[src/rtl/calfmt_pkg.sv]
package calfmt_pkg;

  typedef enum logic {
    CODE_STRAIGHT = 1'b0,
    CODE_OFFSET   = 1'b1
  } code_mode_e;

endpackage

[src/rtl/slope_divider.sv]
module slope_divider #(
  parameter int DEN_W   = 21,
  parameter int NUM_EXP = 32
) (
  input  logic               clk,
  input  logic               rst,
  input  logic               start,
  input  logic [DEN_W-1:0]   den,
  output logic               busy,
  output logic               done,
  output logic [NUM_EXP:0]   quot
);
  localparam int QW = NUM_EXP + 1;
  localparam int CW = $clog2(QW + 1);

  logic [DEN_W-1:0] den_q;
  logic [DEN_W-1:0] rem_q;
  logic [CW-1:0]    left_q;
  logic             num_bit;
  logic [DEN_W:0]   trial;
  logic [DEN_W:0]   less;
  logic             fits;

  // The dividend is a single one at bit NUM_EXP; it enters on the first step.
  always_comb begin
    num_bit = (left_q == CW'(QW));
    trial   = {rem_q, num_bit};
    fits    = (trial >= {1'b0, den_q});
    less    = trial - {1'b0, den_q};
  end

  always_ff @(posedge clk) begin
    if (rst) begin
      den_q  <= '0;
      rem_q  <= '0;
      left_q <= '0;
      quot   <= '0;
      busy   <= 1'b0;
      done   <= 1'b0;
    end else begin
      done <= 1'b0;
      if (start && !busy) begin
        den_q  <= den;
        rem_q  <= '0;
        left_q <= CW'(QW);
        quot   <= '0;
        busy   <= 1'b1;
      end else if (busy) begin
        if (fits) rem_q <= less[DEN_W-1:0];
        else      rem_q <= trial[DEN_W-1:0];
        quot   <= {quot[QW-2:0], fits};
        left_q <= left_q - CW'(1);
        if (left_q == CW'(1)) begin
          busy <= 1'b0;
          done <= 1'b1;
        end
      end
    end
  end
endmodule

[src/rtl/code_scaler.sv]
module code_scaler
  import calfmt_pkg::*;
#(
  parameter int RAW_W   = 20,
  parameter int SLOPE_W = 33,
  parameter int OUT_W   = 16,
  parameter int FRAC    = 16
) (
  input  logic                    clk,
  input  logic                    rst,
  input  logic                    take,
  input  logic signed [RAW_W-1:0] raw,
  input  logic signed [RAW_W-1:0] off,
  input  logic [SLOPE_W-1:0]      slope,
  input  logic                    mode,
  output logic [OUT_W-1:0]        code
);
  localparam int PW    = RAW_W + 1 + SLOPE_W + 1;
  localparam int SAT_W = OUT_W + 2;

  logic signed [RAW_W:0]   diff_q;
  logic [SLOPE_W-1:0]      slope_q;
  code_mode_e              mode_q;
  logic signed [PW-1:0]    prod_q;

  logic signed [PW-1:0]    a_ext, b_ext;
  logic signed [SLOPE_W:0] slope_s;
  logic signed [PW-1:0]    half, sum, rounded, sat_hi, sat_lo;
  logic signed [SAT_W-1:0] sat_v;
  logic signed [SAT_W:0]   ext_v, bias_v, biased, code_max;

  // Stage 1: difference from the offset, mode and slope captured together.
  always_ff @(posedge clk) begin
    if (rst) begin
      diff_q  <= '0;
      slope_q <= '0;
      mode_q  <= CODE_STRAIGHT;
    end else if (take) begin
      diff_q  <= {raw[RAW_W-1], raw} - {off[RAW_W-1], off};
      slope_q <= slope;
      mode_q  <= code_mode_e'(mode);
    end
  end

  always_comb begin
    slope_s = {1'b0, slope_q};
    a_ext   = PW'(diff_q);
    b_ext   = PW'(slope_s);
  end

  // Stage 2: full-width product.
  always_ff @(posedge clk) begin
    if (rst) prod_q <= '0;
    else     prod_q <= a_ext * b_ext;
  end

  // Stage 3 (combinational, read when the write timer fires).
  always_comb begin
    half     = PW'(1) << (FRAC - 1);
    sum      = prod_q + half;
    rounded  = sum >>> FRAC;
    sat_hi   = PW'(2 ** (SAT_W - 1) - 1);
    sat_lo   = -sat_hi - PW'(1);
    if (rounded > sat_hi)      sat_v = sat_hi[SAT_W-1:0];
    else if (rounded < sat_lo) sat_v = sat_lo[SAT_W-1:0];
    else                       sat_v = rounded[SAT_W-1:0];
    ext_v    = {sat_v[SAT_W-1], sat_v};
    bias_v   = (mode_q == CODE_OFFSET) ? (SAT_W+1)'(2 ** (OUT_W - 1)) : '0;
    biased   = ext_v + bias_v;
    code_max = (SAT_W+1)'(2 ** OUT_W - 1);
    if (biased < 0)             code = '0;
    else if (biased > code_max) code = '1;
    else                        code = biased[OUT_W-1:0];
  end
endmodule

[src/rtl/write_timer.sv]
module write_timer #(
  parameter int LEAD = 82
) (
  input  logic clk,
  input  logic rst,
  input  logic start,
  output logic fire
);
  localparam int TW = $clog2(LEAD + 1);

  logic [TW-1:0] left_q;

  always_comb fire = (left_q == TW'(1)) && !start;

  always_ff @(posedge clk) begin
    if (rst)                 left_q <= '0;
    else if (start)          left_q <= TW'(LEAD);
    else if (left_q != '0)   left_q <= left_q - TW'(1);
  end
endmodule

[src/rtl/cal_code_formatter.sv]
module cal_code_formatter #(
  parameter int RAW_W     = 20,
  parameter int OUT_W     = 16,
  parameter int SLOPE_EXP = 32,
  parameter int MODE_LEAD = 82
) (
  input  logic                    clk,
  input  logic                    rst,
  input  logic                    cal_zero_valid,
  input  logic                    cal_fs_valid,
  input  logic signed [RAW_W-1:0] cal_raw,
  input  logic                    raw_valid,
  input  logic signed [RAW_W-1:0] raw_result,
  input  logic                    bipolar,
  output logic                    cal_busy,
  output logic                    cal_err,
  output logic                    out_valid,
  output logic [OUT_W-1:0]        out_code
);
  localparam int DEN_W   = RAW_W + 1;
  localparam int SLOPE_W = SLOPE_EXP + 1;
  localparam int FRAC    = SLOPE_EXP - OUT_W;

  logic signed [RAW_W-1:0] off_q, cand_q, pend_q;
  logic [SLOPE_W-1:0]      slope_q;
  logic                    accept_zero, accept_fs, span_ok, div_start, take;
  logic [DEN_W-1:0]        span;
  logic                    div_busy, div_done, fire;
  logic [SLOPE_W-1:0]      div_quot;
  logic [OUT_W-1:0]        code;

  always_comb begin
    accept_zero = cal_zero_valid && !cal_busy;
    accept_fs   = cal_fs_valid && !cal_busy;
    span_ok     = cal_raw > cand_q;
    div_start   = accept_fs && span_ok;
    span        = {cal_raw[RAW_W-1], cal_raw} - {cand_q[RAW_W-1], cand_q};
    take        = raw_valid && !cal_busy;
  end

  always_ff @(posedge clk) begin
    if (rst) begin
      off_q    <= '0;
      cand_q   <= '0;
      pend_q   <= '0;
      slope_q  <= SLOPE_W'(1) << FRAC;
      cal_busy <= 1'b0;
      cal_err  <= 1'b0;
    end else begin
      if (accept_zero) cand_q <= cal_raw;
      if (accept_fs) begin
        if (span_ok) begin
          cal_busy <= 1'b1;
          cal_err  <= 1'b0;
          pend_q   <= cand_q;
        end else begin
          cal_err  <= 1'b1;
        end
      end
      if (div_done) begin
        cal_busy <= 1'b0;
        off_q    <= pend_q;
        slope_q  <= div_quot;
      end
    end
  end

  slope_divider #(.DEN_W(DEN_W), .NUM_EXP(SLOPE_EXP)) u_div (
    .clk(clk), .rst(rst), .start(div_start), .den(span),
    .busy(div_busy), .done(div_done), .quot(div_quot)
  );

  code_scaler #(.RAW_W(RAW_W), .SLOPE_W(SLOPE_W), .OUT_W(OUT_W), .FRAC(FRAC)) u_scale (
    .clk(clk), .rst(rst), .take(take), .raw(raw_result), .off(off_q),
    .slope(slope_q), .mode(bipolar), .code(code)
  );

  write_timer #(.LEAD(MODE_LEAD)) u_timer (
    .clk(clk), .rst(rst), .start(take), .fire(fire)
  );

  always_ff @(posedge clk) begin
    if (rst) begin
      out_valid <= 1'b0;
      out_code  <= '0;
    end else begin
      out_valid <= fire;
      if (fire) out_code <= code;
    end
  end
endmodule

[config.mk]
export PLATFORM = sky130hd
export DESIGN_NAME = cal_code_formatter
export DESIGN_NICKNAME = d
export VERILOG_FILES = /design/src/rtl/calfmt_pkg.sv /design/src/rtl/slope_divider.sv /design/src/rtl/code_scaler.sv /design/src/rtl/write_timer.sv /design/src/rtl/cal_code_formatter.sv
export SDC_FILE = /design/constraint.sdc
export NUM_CORES = 2
export LEC_CHECK = 0
export BUFFER_PORTS_ARGS = -buffer_cell sky130_fd_sc_hd__buf_4
export CORE_MARGIN = 4
export CORE_UTILIZATION = 30
export DETAILED_ROUTE_END_ITERATION = 8
export SETUP_SLACK_MARGIN = 0.5
export SLEW_MARGIN = 10
export SYNTH_ARGS = -nofsm -noshare
export SYNTH_HDL_FRONTEND = slang
export SYNTH_SLANG_ARGS = --single-unit
[constraint.sdc]
create_clock -name clk -period 6.99 [get_ports clk]
set_input_delay 1.398 -clock clk [delete_from_list [all_inputs] [get_ports clk]]
set_output_delay 1.398 -clock clk [all_outputs]
set_load 0.1 [all_outputs]
==> impl_metrics.env <==
export IMPL_vdd_drop_max_uv=159
export IMPL_drc_errors=0
export IMPL_cts_hold_buf=0
export IMPL_synthFlopType="dfxtp_1"
export IMPL_ys_seq_area_frac=0.162
export IMPL_synth_warnings=0
export IMPL_drive_gt1_frac=0.131
export IMPL_timing_fmax_mhz=145
export IMPL_gp_congestion=0.858
export IMPL_first_pass_iters=7
export IMPL_worstMarginPinSlew_ns=1.19
export IMPL_wl_per_cell_um=16.1
export IMPL_r2r_setup_slack_ns=0.07
export IMPL_start_util=0.302
export IMPL_place_hpwl_um=77500
export IMPL_clock_path_buffers=3
export IMPL_grt_pass1_vias=28934
export IMPL_core_area_um2=122000
export IMPL_cts_tree="yes"
export IMPL_dpl_worst_slack_ns=-0.170
export IMPL_synthAdderAreaFrac=0.412
export IMPL_synth_top_family_by_area="adder cells"
export IMPL_synth_xor_area_share=0.0236
export IMPL_crit_arrival_ns=7.37
export IMPL_multi_input_area_um2=27500
export IMPL_hold_class="flop to flop"
export IMPL_hold_viol=0
export IMPL_p_leak_uw=0.0201
export IMPL_critPathMaxFanout=6
export IMPL_outcome="finished, final reports clean"
export IMPL_ctsHtreeMaxLevel=2
export IMPL_drv_slew=0
export IMPL_regArea_um2=6050
export IMPL_muxShareOfSynthArea=0.0343
export IMPL_antenna_found_initial=5
export IMPL_cap_violations=0
export IMPL_synth_compound_area_frac=0.0818
export IMPL_p_per_area_nw_per_um2=128
export IMPL_ant_nets=0
export IMPL_synth_cells=4262
export IMPL_nFillCells=12458
export IMPL_grt_pass1_wl_um=158000
export IMPL_critical_path_class="flop to flop"
export IMPL_r2r_worst_path_cells=25
export IMPL_crit_end="u_scale.prod_q[51]"
export IMPL_numCtsBuffers=36
export IMPL_drt_iter0_drc=1692
export IMPL_finalCritPeriodShare=0.990
export IMPL_clock_latency_ns=0.58
export IMPL_io_pins=65
export IMPL_ys_ff_latch=297
export IMPL_numClockSinks=297
export IMPL_via_count=28070
export IMPL_grt_max_degree=176
export IMPL_finalWirelength_um=97300
export IMPL_endpoint_kind="flop"
export IMPL_synthArstFlopShare=0
export IMPL_final_nets=5302
export IMPL_worstReg2RegEnd="u_scale.prod_q[51]"
export IMPL_die_area_um2=128000
export IMPL_synth_simple_area_share=0.180
export IMPL_finalSetupViolCount=0
export IMPL_syn_to_final_growth_pct=16.8
export IMPL_final_util=0.353
export IMPL_clock_skew_ns=0.0289
export IMPL_fin_crit_ns=6.92
export IMPL_die_h_um=358
export IMPL_grtUsageTotal=0.152
export IMPL_startpoint_type="flop"
export IMPL_grt_overflow=0
export IMPL_fin_ws_ns=0.0703
export IMPL_synth_nets=5164
export IMPL_clkSlewWorstSetupHoldPaths_ns=0.06
export IMPL_ys_types=83
export IMPL_placementRows=128
export IMPL_startpoint="u_scale.diff_q[11]"
export IMPL_cts_root_buf="clkbuf_16"
export IMPL_cp_data_required_time_ns=7.44
export IMPL_rsz0062_at_grt="yes"
export IMPL_die_x_um=358
export IMPL_synth_area_um2=36700
export IMPL_syn_area_per_cell_um2=8.61
export IMPL_max_slew_margin_rel=0.206
export IMPL_synth_edf_count=0
export IMPL_r2r_start="u_scale.diff_q[11]"
export IMPL_viasPerCell=4.64
export IMPL_port_buffers=64
routing by layer:
layer	part of all wire	global-route usage	vias to the layer above
met5	0.00039	0	-
met4	0.017	0.0268	6
met3	0.060	0.0281	104
met2	0.44	0.243	591
met1	0.48	0.218	13914
li1	-	-	13455
placed cells by master, fill, tap and decap left out, types with 23 or more instances in the layout:
cell       count
and2_1       274
a21oi_1      160
nor3_1        46
clkbuf_16     39
xor2_1        40
buf_4        234
fa_1         569
mux2i_1      120
dfxtp_1      255
nand3_1       45
o21a_1        23
nand4_1       25
ha_1         252
o21ai_0       59
a21o_1        49
nand2_1      589
inv_1        776
xnor2_1       53
nand2b_1      24
buf_6         45
nor2_1       257
buf_12        29
worst max-delay path, cell delays in order (launching register included):
cell and delay (ns):
dfxtp_4 0.41, buf_12 0.15, and2_4 0.13, fa_1 0.54
inv_2 0.04, fa_1 0.55, fa_1 0.44, fa_1 0.49
inv_1 0.05, fa_1 0.45, fa_1 0.49, inv_1 0.05
fa_1 0.49, inv_2 0.05, ha_4 0.28, nand2_2 0.06
o21ai_4 0.18, nor3b_2 0.06, a2111o_2 0.59, o21ai_4 0.24
a31oi_4 0.12, o21a_1 0.23, buf_6 0.13, o21ai_4 0.13
a21o_1 0.15, mux2_4 0.29
state kept, by name, summed over array words and instances, names as in the netlist, 6 cells and up:
signal / cells
pend_q: 20
out_code: 16
u_scale.prod_q: 40
u_scale.slope_q: 33
u_div.den_q: 21
slope_q: 33
u_div.rem_q: 21
cand_q: 20
u_div.left_q: 6
u_scale.diff_q: 21
u_div.quot: 33
off_q: 20
u_timer.left_q: 7
worst min-delay path by stage:
stage,slack [ns],depth (start not counted),end,start
after detailed placement,0.44,2,u_div.den_q[14],u_div.den_q[14]
after CTS,0.45,2,u_scale.slope_q[26],slope_q[26]
after global placement,0.44,2,u_scale.slope_q[28],slope_q[28]
final,0.45,2,u_scale.slope_q[12],slope_q[12]
after global routing,0.46,2,u_scale.slope_q[22],slope_q[22]
after floorplan,0.42,2,u_scale.slope_q[10],slope_q[10]
logic make-up (layout without fill, tap and decap cells):
group | after synthesis | in the layout
flip-flops | 297 | 297
XOR/XNOR | 99 | 99
AO/OA/AOI/OAI | 474 | 474
other | 0 | 4
multiplexers | 125 | 125
AND/OR/NAND/NOR | 1396 | 1396
buffers and inverters | 1015 | 1179
adder cells (fa/ha/maj) | 856 | 856
synthesized netlist by cell type, types with 42 or more instances:
cell,number,share of area
ha_1,267,0.091
a21o_1,49,0.010
nand2_1,591,0.060
xnor2_1,57,0.014
nand3_1,45,0.0061
inv_1,795,0.081
clkbuf_1,202,0.021
fa_1,589,0.32
and2_1,292,0.050
o21ai_0,73,0.010
nor2_1,257,0.026
a21oi_1,181,0.025
dfxtp_1,297,0.16
mux2i_1,120,0.033
xor2_1,42,0.010
nor3_1,47,0.0064
through the flow:
step / TNS (ns) / instances / hold WS [ns] / total power [uW] / instance area, um2
after global placement: -0.135 / 5937 / 0.441 / 3530 / 40300
after floorplan: 0 / 4262 / 0.424 / 3090 / 37200
final: 0 / 6055 / 0.446 / 5480 / 42900
after global routing: -0.551 / 6051 / 0.463 / 5790 / 42800
after CTS: 0 / 6023 / 0.448 / 5500 / 42000
after detailed placement: -0.458 / 5937 / 0.444 / 3550 / 40300
area by class of cell:
class | count | area share
clock buffers | 50 | 0.0246
repair buffers | 320 | 0.0715
multi-input cells | 2950 | 0.642
diodes | 4 | 0.000234
well taps | 1625 | 0.0474
flip-flops and latches | 297 | 0.141
clock inverters | 14 | 0.00377
inverters | 795 | 0.0696
timing repair:
action,4_1_cts,5_1_grt
setup endpoints to repair,33,38
setup buffers,21,26
resized for setup,96,142
pin swaps,47,129
gates cloned,1,2
where the power goes:
part | switching, uW | internal [uW]
clock network | 788 | 1110
logic | 1020 | 680
registers | 104 | 1790
total | 1910 | 3570
Power figures use the tool's default switching activity.
